`src/rtl/intx_pkg.sv`:
```
package intx_pkg;
  localparam logic [11:0] OFS_EOI    = 12'h0C8;
  localparam logic [11:0] OFS_ENABLE = 12'h104;
  localparam logic [11:0] OFS_STATUS = 12'h504;

  typedef enum logic [1:0] {
    EOI_DOWNSTREAM = 2'd0,
    EOI_FUNC_RESET = 2'd1,
    EOI_LEGACY     = 2'd2,
    EOI_POWER      = 2'd3
  } eoi_src_e;
endpackage

```
`src/rtl/intx_regs.sv`:
```
module intx_regs
  import intx_pkg::*;
#(
  parameter int NUM_SRC   = 4,
  parameter int FIELD_LSB = 22,
  parameter int ADDR_W    = 12,
  parameter int DATA_W    = 32
) (
  input  logic               clk_i,
  input  logic               rst_ni,
  input  logic [ADDR_W-1:0]  addr_i,
  input  logic               we_i,
  input  logic [DATA_W-1:0]  wdata_i,
  input  logic [NUM_SRC-1:0] lvl_i,
  output logic [NUM_SRC-1:0] en_o,
  output logic               eoi_legacy_o,
  output logic [DATA_W-1:0]  rdata_o
);
  localparam logic [ADDR_W-1:0] A_EN   = ADDR_W'(OFS_ENABLE);
  localparam logic [ADDR_W-1:0] A_STAT = ADDR_W'(OFS_STATUS);
  localparam logic [ADDR_W-1:0] A_EOI  = ADDR_W'(OFS_EOI);

  logic [NUM_SRC-1:0] en_q, en_d;
  logic               en_wr;
  logic [DATA_W-1:0]  rdata_q, rdata_d;
  logic               live_q;

  always_comb begin
    en_wr        = we_i && (addr_i == A_EN);
    en_d         = wdata_i[FIELD_LSB +: NUM_SRC];
    eoi_legacy_o = we_i && (addr_i == A_EOI) &&
                   (wdata_i == DATA_W'(EOI_LEGACY));
    rdata_d      = '0;
    if (addr_i == A_EN)
      rdata_d[FIELD_LSB +: NUM_SRC] = en_q;
    else if (addr_i == A_STAT)
      rdata_d[FIELD_LSB +: NUM_SRC] = lvl_i;
  end

  always_ff @(posedge clk_i or negedge rst_ni) begin
    if (!rst_ni) begin
      en_q    <= '0;
      rdata_q <= '0;
      live_q  <= 1'b0;
    end else begin
      if (en_wr) en_q <= en_d;
      rdata_q <= rdata_d;
      live_q  <= 1'b1;
    end
  end

  assign en_o    = en_q;
  assign rdata_o = rdata_q;

  // the mask changes only through a write to its offset
  p_en_hold_r2: assert property (@(posedge clk_i) disable iff (!rst_ni || !live_q)
    !$past(en_wr) |-> $stable(en_q));

  // a status read returns the captured levels of the previous cycle
  p_stat_read_r3: assert property (@(posedge clk_i) disable iff (!rst_ni || !live_q)
    $past(addr_i == A_STAT) |-> rdata_o[FIELD_LSB +: NUM_SRC] == $past(lvl_i));
endmodule

```
`src/rtl/intx_trig.sv`:
```
module intx_trig #(
  parameter int NUM_SRC       = 4,
  parameter bit EOI_RETRIGGER = 1'b1
) (
  input  logic               clk_i,
  input  logic               rst_ni,
  input  logic [NUM_SRC-1:0] lvl_i,
  input  logic [NUM_SRC-1:0] en_i,
  input  logic               eoi_i,
  output logic               irq_o
);
  logic [NUM_SRC-1:0] masked;
  logic               pend;
  logic               fire;
  logic               irq_q, irq_d;
  logic               live_q;

  assign masked = lvl_i & en_i;
  assign pend   = |masked;

  generate
    if (EOI_RETRIGGER) begin : g_level
      logic pend_q;
      always_ff @(posedge clk_i or negedge rst_ni) begin
        if (!rst_ni) pend_q <= 1'b0;
        else         pend_q <= pend;
      end
      assign fire = (pend && !pend_q) || (eoi_i && pend);

      // a pulse needs an enabled source that was asserted
      p_needs_pend_r4: assert property (@(posedge clk_i) disable iff (!rst_ni || !live_q)
        irq_q |-> $past(pend));
      // a legacy EOI with work pending and a free output re-fires
      p_eoi_refire_r6: assert property (@(posedge clk_i) disable iff (!rst_ni || !live_q)
        $past(eoi_i && pend && !irq_q) |-> irq_q);
    end else begin : g_edge
      logic [NUM_SRC-1:0] masked_q;
      always_ff @(posedge clk_i or negedge rst_ni) begin
        if (!rst_ni) masked_q <= '0;
        else         masked_q <= masked;
      end
      assign fire = |(masked ^ masked_q);

      // a pulse needs a change in the enabled level vector
      p_needs_change_r10: assert property (@(posedge clk_i) disable iff (!rst_ni || !live_q)
        irq_q |-> $past(masked) != $past(masked_q));
    end
  endgenerate

  always_comb irq_d = fire && !irq_q;

  always_ff @(posedge clk_i or negedge rst_ni) begin
    if (!rst_ni) begin
      irq_q  <= 1'b0;
      live_q <= 1'b0;
    end else begin
      irq_q  <= irq_d;
      live_q <= 1'b1;
    end
  end

  assign irq_o = irq_q;

  // never two high cycles in a row
  p_one_wide_r9: assert property (@(posedge clk_i) disable iff (!rst_ni)
    irq_q |=> !irq_q);
endmodule

```
`src/rtl/intx_pulse_merge.sv`:
```
module intx_pulse_merge #(
  parameter int NUM_SRC       = 4,
  parameter int FIELD_LSB     = 22,
  parameter int ADDR_W        = 12,
  parameter int DATA_W        = 32,
  parameter bit EOI_RETRIGGER = 1'b1
) (
  input  logic               clk_i,
  input  logic               rst_ni,
  input  logic [NUM_SRC-1:0] intx_i,
  input  logic [ADDR_W-1:0]  bus_addr_i,
  input  logic               bus_we_i,
  input  logic [DATA_W-1:0]  bus_wdata_i,
  output logic [DATA_W-1:0]  bus_rdata_o,
  output logic               irq_pulse_o
);
  logic [1:0]         rst_sync_q;
  logic               rst_n_s;
  logic [NUM_SRC-1:0] lvl_q;
  logic [NUM_SRC-1:0] en;
  logic               eoi_legacy;

  always_ff @(posedge clk_i or negedge rst_ni) begin
    if (!rst_ni) rst_sync_q <= 2'b00;
    else         rst_sync_q <= {rst_sync_q[0], 1'b1};
  end
  assign rst_n_s = rst_sync_q[1];

  always_ff @(posedge clk_i or negedge rst_n_s) begin
    if (!rst_n_s) lvl_q <= '0;
    else          lvl_q <= intx_i;
  end

  intx_regs #(
    .NUM_SRC(NUM_SRC), .FIELD_LSB(FIELD_LSB), .ADDR_W(ADDR_W), .DATA_W(DATA_W)
  ) u_regs (
    .clk_i(clk_i), .rst_ni(rst_n_s), .addr_i(bus_addr_i), .we_i(bus_we_i),
    .wdata_i(bus_wdata_i), .lvl_i(lvl_q), .en_o(en),
    .eoi_legacy_o(eoi_legacy), .rdata_o(bus_rdata_o)
  );

  intx_trig #(
    .NUM_SRC(NUM_SRC), .EOI_RETRIGGER(EOI_RETRIGGER)
  ) u_trig (
    .clk_i(clk_i), .rst_ni(rst_n_s), .lvl_i(lvl_q), .en_i(en),
    .eoi_i(eoi_legacy), .irq_o(irq_pulse_o)
  );

  // output held low while reset is active
  p_reset_low_r1: assert property (@(posedge clk_i)
    !rst_n_s |-> !irq_pulse_o);
endmodule

```
`config.mk`:
```
export PLATFORM = sky130hd
export DESIGN_NAME = intx_pulse_merge
export DESIGN_NICKNAME = d
export VERILOG_FILES = /design/src/rtl/intx_pkg.sv /design/src/rtl/intx_regs.sv /design/src/rtl/intx_trig.sv /design/src/rtl/intx_pulse_merge.sv
export SDC_FILE = /design/constraint.sdc
export NUM_CORES = 1
export LEC_CHECK = 0
export BUFFER_PORTS_ARGS = -buffer_cell sky130_fd_sc_hd__buf_2
export CORE_MARGIN = 2
export CORE_UTILIZATION = 37
export DETAILED_ROUTE_END_ITERATION = 10
export GPL_ROUTABILITY_DRIVEN = 0
export HOLD_SLACK_MARGIN = 0.05
export PLACE_DENSITY = 0.8
export SYNTH_ARGS = -nofsm -noshare
export SYNTH_HDL_FRONTEND = slang
export SYNTH_HIERARCHICAL = 1
export SYNTH_SLANG_ARGS = --single-unit
```
`constraint.sdc`:
```
create_clock -name clk_i -period 0.8 [get_ports clk_i]
set_input_delay 0.12 -clock clk_i [delete_from_list [all_inputs] [get_ports clk_i]]
set_output_delay 0.12 -clock clk_i [all_outputs]
set_load 0.05 [all_outputs]
```
==> summary.txt, run 1 <==
Global route
  • Antenna violations before repair: 0
  • Global-route wire length before repair: 3.063 mm
  • Number of global-route vias before repair: 731
  • Global routing usage summed across all routing layers: 14.94%
  • Aggregate global routing overflow: 0
  • Largest net degree at the start of global routing: 15

Finish
  • Number of nets in the final layout: 207
  • Count of fill cells added during filler insertion: 203
  • Proportion of layout cells with a drive suffix above 1: 52.60%
  • Area growth from synthesis to layout: 51.07%
  • Number of antenna cells inserted: 0

Die
  • Die outline height: 54.36 microns
  • Horiz. Die Dim: 54.36 microns
  • Die outline area: 2955 sq um
  • Ports placed on the boundary: 84
  • Placeable Area: 2432 sq um
  • Row count: 18
  • Initial standard-cell utilization of the core: 38.58%

Logic synthesis
  • Synthesized netlist cell count: 87
  • Biggest area consumer among synthesized cells: sky130_fd_sc_hd__dfrtp_1
  • Mean cell area of the mapped netlist: 10.79 sq um
  • Post-Synthesis Cell Area: 938.4 sq um
  • Portion of synthesized cell area occupied by the leading cell type: 42.67%
  • Share of the yosys chip area belonging to registers: 42.67%
  • Synth unique cells: 22
  • Yosys synthesis warning count: 6
  • Number of synthesized register bits: 16
  • Cell types with the largest area share after synthesis: sky130_fd_sc_hd__dfrtp_1 43%, sky130_fd_sc_hd__buf_4 22%, sky130_fd_sc_hd__mux2i_1 4.3%

STA
  • Pins over their slew limit: 0
  • Setup violations, final: 11
  • Final hold vios: 0
  • Setup TNS after final layout: -1.434 ns
  • Hold Slack: 0.1268 ns
  • Final worst path period share: 130.3%
  • Clock period minus final worst setup slack: 1.042 ns
  • Setup slack of the critical path after layout: -0.2425 ns
  • Setup repair after global routing missed its margin: yes
  • Highest Clock Rate: 959.3 MHz
  • Worst clock skew on the final layout: 0.001837 ns
  • Worst relative slew slack: 65.08%
  • Worst Max-Slew Pin Slew: 0.5238 ns

Placement
  • Number of I/O port buffers: 55
  • Half-perimeter wire length after detailed placement: 1.757 mm
  • Setup slack at placement: -0.5950 ns

Routing
  • Drt initial violations: 5
  • Total iterations of the first detailed-routing run: 4
  • Number of remaining DRC errors: 0
  • Wirelength per Cell: 11.90 microns
  • Drt total wl: 2.189 mm
  • Number of vias per cell: 4.451
  • Remaining number of nets flagged by the antenna check after routing: 0
  • Total number of vias: 819

Clock tree
  • Longest Clk Path Bufs: 2
  • CTS clock-pin slew for the worst setup and hold paths: 0.08 ns
  • Buffer type at the clock tree root: sky130_fd_sc_hd__clkbuf_4
  • Cts bufs inserted: 3
  • Clock Sinks: 16
  • Deepest level of the CTS H-tree: 1
  • CTS tree: done
  • Worst skew pair latency: 0.28 ns

Setup path
  • Startpoint class of the critical path: primary input
  • Launching point of the worst reg2reg path: u_regs/en_o[0]
  • First element of the critical path: bus_wdata_i[22]
  • Largest driver fanout on the critical path: 2
  • Critical Setup Path Class: in -> reg
  • Termination of the worst setup path: u_trig/irq_o
  • Data arrival, critical path: 1.23 ns
  • Worst Setup End Kind: flop
  • Worst Reg2Reg Path Length in Cells: 2
  • Worst R2R End: u_trig/irq_o
  • Data required time of the critical path: 0.99 ns
  • Setup slack of the most critical reg-to-reg path: -0.03 ns

Outcome
  • Violations in the final reports: setup timing
  • Run status: complete, but fails checks

Min path
  • Type of the most critical hold path: in -> reg
  • Hold depth: 2

Pwr
  • Leakage power of the design: 0.7249 nW
  • Max rail drop VDD: 0.001138 V
  • Power density normalized to cell area: 1275 nW/um^2

Run
  • Maximum capacitance violations: 0
## synth_stat cells
cell	n
sky130_fd_sc_hd__a221oi_2	1
sky130_fd_sc_hd__a22oi_1	1
sky130_fd_sc_hd__a22oi_2	1
sky130_fd_sc_hd__and4bb_1	1
sky130_fd_sc_hd__buf_4	28
sky130_fd_sc_hd__buf_6	1
sky130_fd_sc_hd__conb_1	2
sky130_fd_sc_hd__dfrtp_1	16
sky130_fd_sc_hd__inv_1	1
sky130_fd_sc_hd__mux2_1	2
sky130_fd_sc_hd__mux2_2	2
sky130_fd_sc_hd__mux2i_1	4
sky130_fd_sc_hd__nand2_1	3
sky130_fd_sc_hd__nand4_1	4
sky130_fd_sc_hd__nor2_1	6
sky130_fd_sc_hd__nor2b_1	1
sky130_fd_sc_hd__nor3_1	1
sky130_fd_sc_hd__nor3b_1	1
sky130_fd_sc_hd__nor4_1	6
sky130_fd_sc_hd__nor4_4	1
sky130_fd_sc_hd__nor4b_1	3
sky130_fd_sc_hd__nor4bb_1	1
## kinds of logic (layout without fill, tap and decap cells)
| group | after synthesis | after routing | share of synthesized area, % |
|---|---|---|---|
| buffers and inverters | 30 | 70 | 24.00 |
| multiplexers | 8 | 8 | 9.066 |
| other | 2 | 29 | 0.8003 |
| AND/OR/NAND/NOR | 28 | 28 | 19.73 |
| flip-flops | 16 | 16 | 42.67 |
| AO/OA/AOI/OAI | 3 | 3 | 3.733 |
## worst min path at each step
stage,start,to,slack [ns]
6_report,bus_wdata_i[25],u_regs/en_o[3],0.13
5_1_grt,bus_wdata_i[25],u_regs/en_o[3],0.12
4_1_cts,bus_wdata_i[23],u_regs/en_o[1],0.11
3_5_place_dp,rst_ni,rst_sync_q[0],-0.09
3_3_place_gp,rst_ni,rst_sync_q[0],-0.09
2_1_floorplan,rst_ni,rst_sync_q[0],-0.18
## critical path: stages
cell                       delay (ns)
sky130_fd_sc_hd__buf_2           0.11
sky130_fd_sc_hd__nor4b_2         0.26
sky130_fd_sc_hd__nand4_1         0.14
sky130_fd_sc_hd__nor4_2          0.26
sky130_fd_sc_hd__inv_1           0.08
sky130_fd_sc_hd__a221oi_2        0.26
## area by class of cell
| cell class | instances | area, sq um | area share [%] |
|---|---|---|---|
| multi-input combinational | 68 | 516.7 | 36.45 |
| clock buffer | 3 | 22.52 | 1.589 |
| timing repair buffer | 66 | 436.7 | 30.80 |
| inverter | 1 | 3.754 | 0.2648 |
| tap | 30 | 37.54 | 2.648 |
| sequential | 16 | 400.4 | 28.24 |
## per-stage QoR
stage          cell area (sq um)  cells  utilization (%)  total power, W
6_report                    1418    184            58.28        0.001808
5_1_grt                     1418    184            58.28        0.001905
4_1_cts                     1345    184            55.30        0.001786
3_5_place_dp                1167    174            47.99        0.001347
3_3_place_gp                1167    174            47.99        0.001338
2_1_floorplan               1050    114                -        0.001302
## metal layers
| metal | vias up | global-route usage (%) | wire, microns |
|---|---|---|---|
| met4 | 0 | 9.583 | 14 |
| met1 | 382 | 15.46 | 752 |
| li1 | 385 | - | - |
| met2 | 50 | 27.91 | 1223 |
| met3 | 2 | 1.913 | 198 |
| met5 | - | 0 | 0 |
## registers in the layout (all words and copies together), names as in the netlist
name,count
u_trig/g_level.pend_q,1
u_regs/en_o,4
u_regs/rdata_o,4
lvl_q,4
rst_sync_q,2
u_trig/irq_o,1
## placed cells by master (no fill, tap or decap)
cell type | netlist | final
sky130_fd_sc_hd__buf_6 | 1 | 11
sky130_fd_sc_hd__nor4_2 | 0 | 1
sky130_fd_sc_hd__dlygate4sd3_1 | 0 | 5
sky130_fd_sc_hd__nand2_1 | 3 | 3
sky130_fd_sc_hd__and4bb_1 | 1 | 1
sky130_fd_sc_hd__nor4bb_4 | 0 | 1
sky130_fd_sc_hd__nor4_1 | 6 | 2
sky130_fd_sc_hd__nand4_1 | 4 | 4
sky130_fd_sc_hd__a221oi_2 | 1 | 1
sky130_fd_sc_hd__nor2b_1 | 1 | 1
sky130_fd_sc_hd__dfrtp_1 | 16 | 16
sky130_fd_sc_hd__nor2_1 | 6 | 6
sky130_fd_sc_hd__mux2_4 | 0 | 2
sky130_fd_sc_hd__nor4_4 | 1 | 4
sky130_fd_sc_hd__a22oi_2 | 1 | 2
sky130_fd_sc_hd__clkbuf_4 | 0 | 3
sky130_fd_sc_hd__buf_2 | 0 | 45
sky130_fd_sc_hd__nor3b_2 | 0 | 1
sky130_fd_sc_hd__buf_4 | 28 | 5
sky130_fd_sc_hd__inv_1 | 1 | 1
sky130_fd_sc_hd__conb_1 | 2 | 29
sky130_fd_sc_hd__mux2_2 | 2 | 2
sky130_fd_sc_hd__nor3_1 | 1 | 1
sky130_fd_sc_hd__nor4b_2 | 0 | 3
sky130_fd_sc_hd__mux2i_1 | 4 | 4
## power breakdown
group	internal (W)	switching, W
combinational	0.000171	0.000390
sequential	0.000825	0.0000219
clock	0.000174	0.000226
## repair_timing
action / CTS / global route
setup endpoints to repair: 11 / 15
gates cloned: 0 / 0
resized for setup: 20 / 13
pin swaps: 5 / 6
setup buffers: 2 / 0
endpoints found under the hold margin: 6 / 0
hold buffers: 5 / 0
Note: power is estimated with default switching activity, not from simulation.
==> run 2, diff against run 1 <==
- CORE_UTILIZATION: 37 -> 33
- PLACE_DENSITY: 0.8 -> 0.76
- clock period: 0.8 -> 0.9 ns (I/O delays scaled with it)
==> run 2 against run 1 <==
Clock-buffer cell count up 1. Die area up 11%. Combinational power down 13%. Critical path depth up 1. Wire length down 7.8%. Total power down 7.6%. Sequential cell count unchanged. The flow still finishes with violations (setup timing). Critical endpoint unchanged. Largest cell class is now non-clock buffers. Hold slack worse by 0.026 ns. First-iteration DRC count rose to 2.6 times the previous value. Highest routed layer unchanged.
==> summary.txt, run 2 (synthesis gave the netlist of run 1 again) <==
Die
  • Horiz. Die Dim: 57.33 microns
  • Die outline area: 3286 sq um
  • Row count: 19
  • Initial standard-cell utilization of the core: 34.32%
  • Ports placed on the boundary: 84
  • Die outline height: 57.33 microns
  • Placeable Area: 2734 sq um

Pwr
  • Total power consumption of the routed design: 0.001671 W
  • Leakage power of the design: 0.7371 nW
  • Seq pwr share: 44.4%
  • Fraction of power spent switching nets: 32.57%
  • Max rail drop VDD: 0.001153 V
  • Net Switching: 0.0005442 W
  • Power density normalized to cell area: 1193 nW/um^2
  • Clock power frac: 26.4%
  • Internal power consumption: 0.001127 W
  • Part of the power in combinational logic: 29.1%

STA
  • Pins over their slew limit: 0
  • Final worst path period share: 128.0%
  • Worst clock skew on the final layout: 0.002125 ns
  • Hold Slack: 0.1005 ns
  • Highest Clock Rate: 868.3 MHz
  • Setup repair after global routing missed its margin: yes
  • Clock period minus final worst setup slack: 1.152 ns
  • Setup violations, final: 10
  • Setup slack of the critical path after layout: -0.2517 ns
  • Final hold vios: 0

Min path
  • Hold depth: 2
  • Type of the most critical hold path: in -> reg
  • Min-delay src: bus_wdata_i[23]
  • Worst-case hold path end point: u_regs/en_o[1]

Clock tree
  • Cts bufs inserted: 3
  • Longest Clk Path Bufs: 2
  • CTS tree: done
  • CTS clock-pin slew for the worst setup and hold paths: 0.08 ns
  • Buffer type at the clock tree root: sky130_fd_sc_hd__clkbuf_4
  • Clock Sinks: 16
  • Worst skew pair latency: 0.27 ns
  • Deepest level of the CTS H-tree: 1

Finish
  • Area taken by multi-input logic gates: 459.2 sq um
  • Number of nets in the final layout: 212
  • Storage element area: 400.4 sq um
  • Most used cells in the layout excluding fill and tap cells: 47 x sky130_fd_sc_hd__buf_2, 29 x sky130_fd_sc_hd__conb_1, 16 x sky130_fd_sc_hd__dfrtp_1
  • Count of fill cells added during filler insertion: 262
  • Proportion of layout cells with a drive suffix above 1: 51.25%
  • Commonest non-fill, non-tap cell in the layout: sky130_fd_sc_hd__buf_2
  • Number of antenna cells inserted: 0
  • Cell Count, Final, Fillers Out: 191
  • Area growth from synthesis to layout: 49.20%
  • Design area: 1400 sq um

Setup path
  • Largest driver fanout on the critical path: 2
  • Cell breakdown of the critical path: buf_6 -> nor4_4 -> buf_4 -> nand4_1 -> nor4_2 -> inv_1 -> a221oi_2
  • Worst Reg2Reg Path Length in Cells: 2
  • Worst R2R End: u_trig/irq_o
  • Startpoint class of the critical path: primary input
  • Data arrival, critical path: 1.33 ns
  • Biggest cell delay along the critical path: 0.26 ns
  • Worst Setup End Kind: flop
  • Cell at the slowest stage of the critical path: sky130_fd_sc_hd__nor4_4
  • Setup slack of the most critical reg-to-reg path: 0.07 ns
  • Launching point of the worst reg2reg path: lvl_q[0]
  • Critical Setup Path Class: in -> reg
  • Data required time of the critical path: 1.08 ns

Global route
  • Global-route wire length before repair: 3.070 mm
  • Largest net degree at the start of global routing: 15
  • Antenna violations before repair: 0
  • Number of global-route vias before repair: 723
  • Global routing usage summed across all routing layers: 12.34%
  • Aggregate global routing overflow: 0

Routing
  • Total number of vias: 795
  • Drt total wl: 2.019 mm
  • Drt initial violations: 13
  • Number of remaining DRC errors: 0
  • Number of vias per cell: 4.162
  • Wirelength per Cell: 10.57 microns
  • Remaining number of nets flagged by the antenna check after routing: 0
  • Total iterations of the first detailed-routing run: 3

Run
  • Maximum capacitance violations: 0

Placement
  • Number of I/O port buffers: 55
  • Half-perimeter wire length after detailed placement: 1.713 mm
  • Placed cells: 180
  • Cell area reported after detailed placement: 1206 sq um
  • Setup slack at placement: -0.5589 ns

Outcome
  • Run status: complete, but fails checks
  • Violations in the final reports: setup timing
## run 2: cell count changes in the layout (fill, tap and decap cells not counted)
cell | previous run | this run
sky130_fd_sc_hd__nor4b_2 | 3 | 1
sky130_fd_sc_hd__nor4_1 | 2 | 4
sky130_fd_sc_hd__buf_2 | 45 | 47
sky130_fd_sc_hd__clkbuf_8 | 0 | 1
sky130_fd_sc_hd__nor4_4 | 4 | 2
sky130_fd_sc_hd__nor4bb_4 | 1 | 0
sky130_fd_sc_hd__nor4bb_1 | 0 | 1
sky130_fd_sc_hd__buf_4 | 5 | 10
sky130_fd_sc_hd__buf_6 | 11 | 9
sky130_fd_sc_hd__nor4b_1 | 0 | 2
## run 2: cell type report
type                       instances  area share [%]
clock buffer                       4           2.592
inverter                           1          0.2681
multi-input combinational         68           32.80
sequential                        16           28.60
tap                               31           2.770
timing repair buffer              71           32.98
## run 2: stage by stage
step / util (%) / TNS [ns]
2_1_floorplan: - / -1.155
3_3_place_gp: 44.12 / -2.740
3_5_place_dp: 44.12 / -2.954
4_1_cts: 50.30 / -1.229
5_1_grt: 51.21 / -1.556
6_report: 51.21 / -1.105
## run 2: worst max-delay path by stage
stage | from | end | slack (ns)
after floorplan | bus_addr_i[10] | u_trig/irq_o | -0.27
after global placement | bus_wdata_i[27] | u_trig/irq_o | -0.48
after detailed placement | bus_wdata_i[15] | u_trig/irq_o | -0.56
after CTS | bus_wdata_i[24] | u_trig/irq_o | -0.25
after global routing | bus_wdata_i[24] | u_trig/irq_o | -0.35
final | bus_wdata_i[24] | u_trig/irq_o | -0.25
## run 2: repair_timing
| action | CTS | global route |
|---|---|---|
| buffers inserted | 2 | 0 |
| resized for setup | 17 | 4 |
| pin swaps | 4 | 2 |
| setup endpoints to repair | 10 | 12 |
| hold buffers | 5 | 0 |
| cloned | 0 | 0 |
| hold endpoints to repair | 6 | 0 |
## run 2: power by group through the flow
stage	combinational, W	sequential, W	clock [W]
6_report	0.000487	0.000742	0.000442
5_1_grt	0.000518	0.000745	0.000504
4_1_cts	0.000481	0.000742	0.000457
3_5_place_dp	0.000450	0.000756	0
3_3_place_gp	0.000448	0.000755	0
2_1_floorplan	0.000393	0.000764	0
## run 2: critical path: cells and delay by family
family                 cells  cell delay (ns)
buffers and inverters      3             0.34
and+or+nand+nor            3             0.61
AOI/OAI and AO/OA          1             0.25
## run 2: metal layers
metal	GRT usage, %	up-vias	wire [microns]
li1	-	398	-
met1	14.72	345	786
met2	21.84	50	1039
met3	2.268	2	176
met4	4.983	0	16
met5	0	-	0
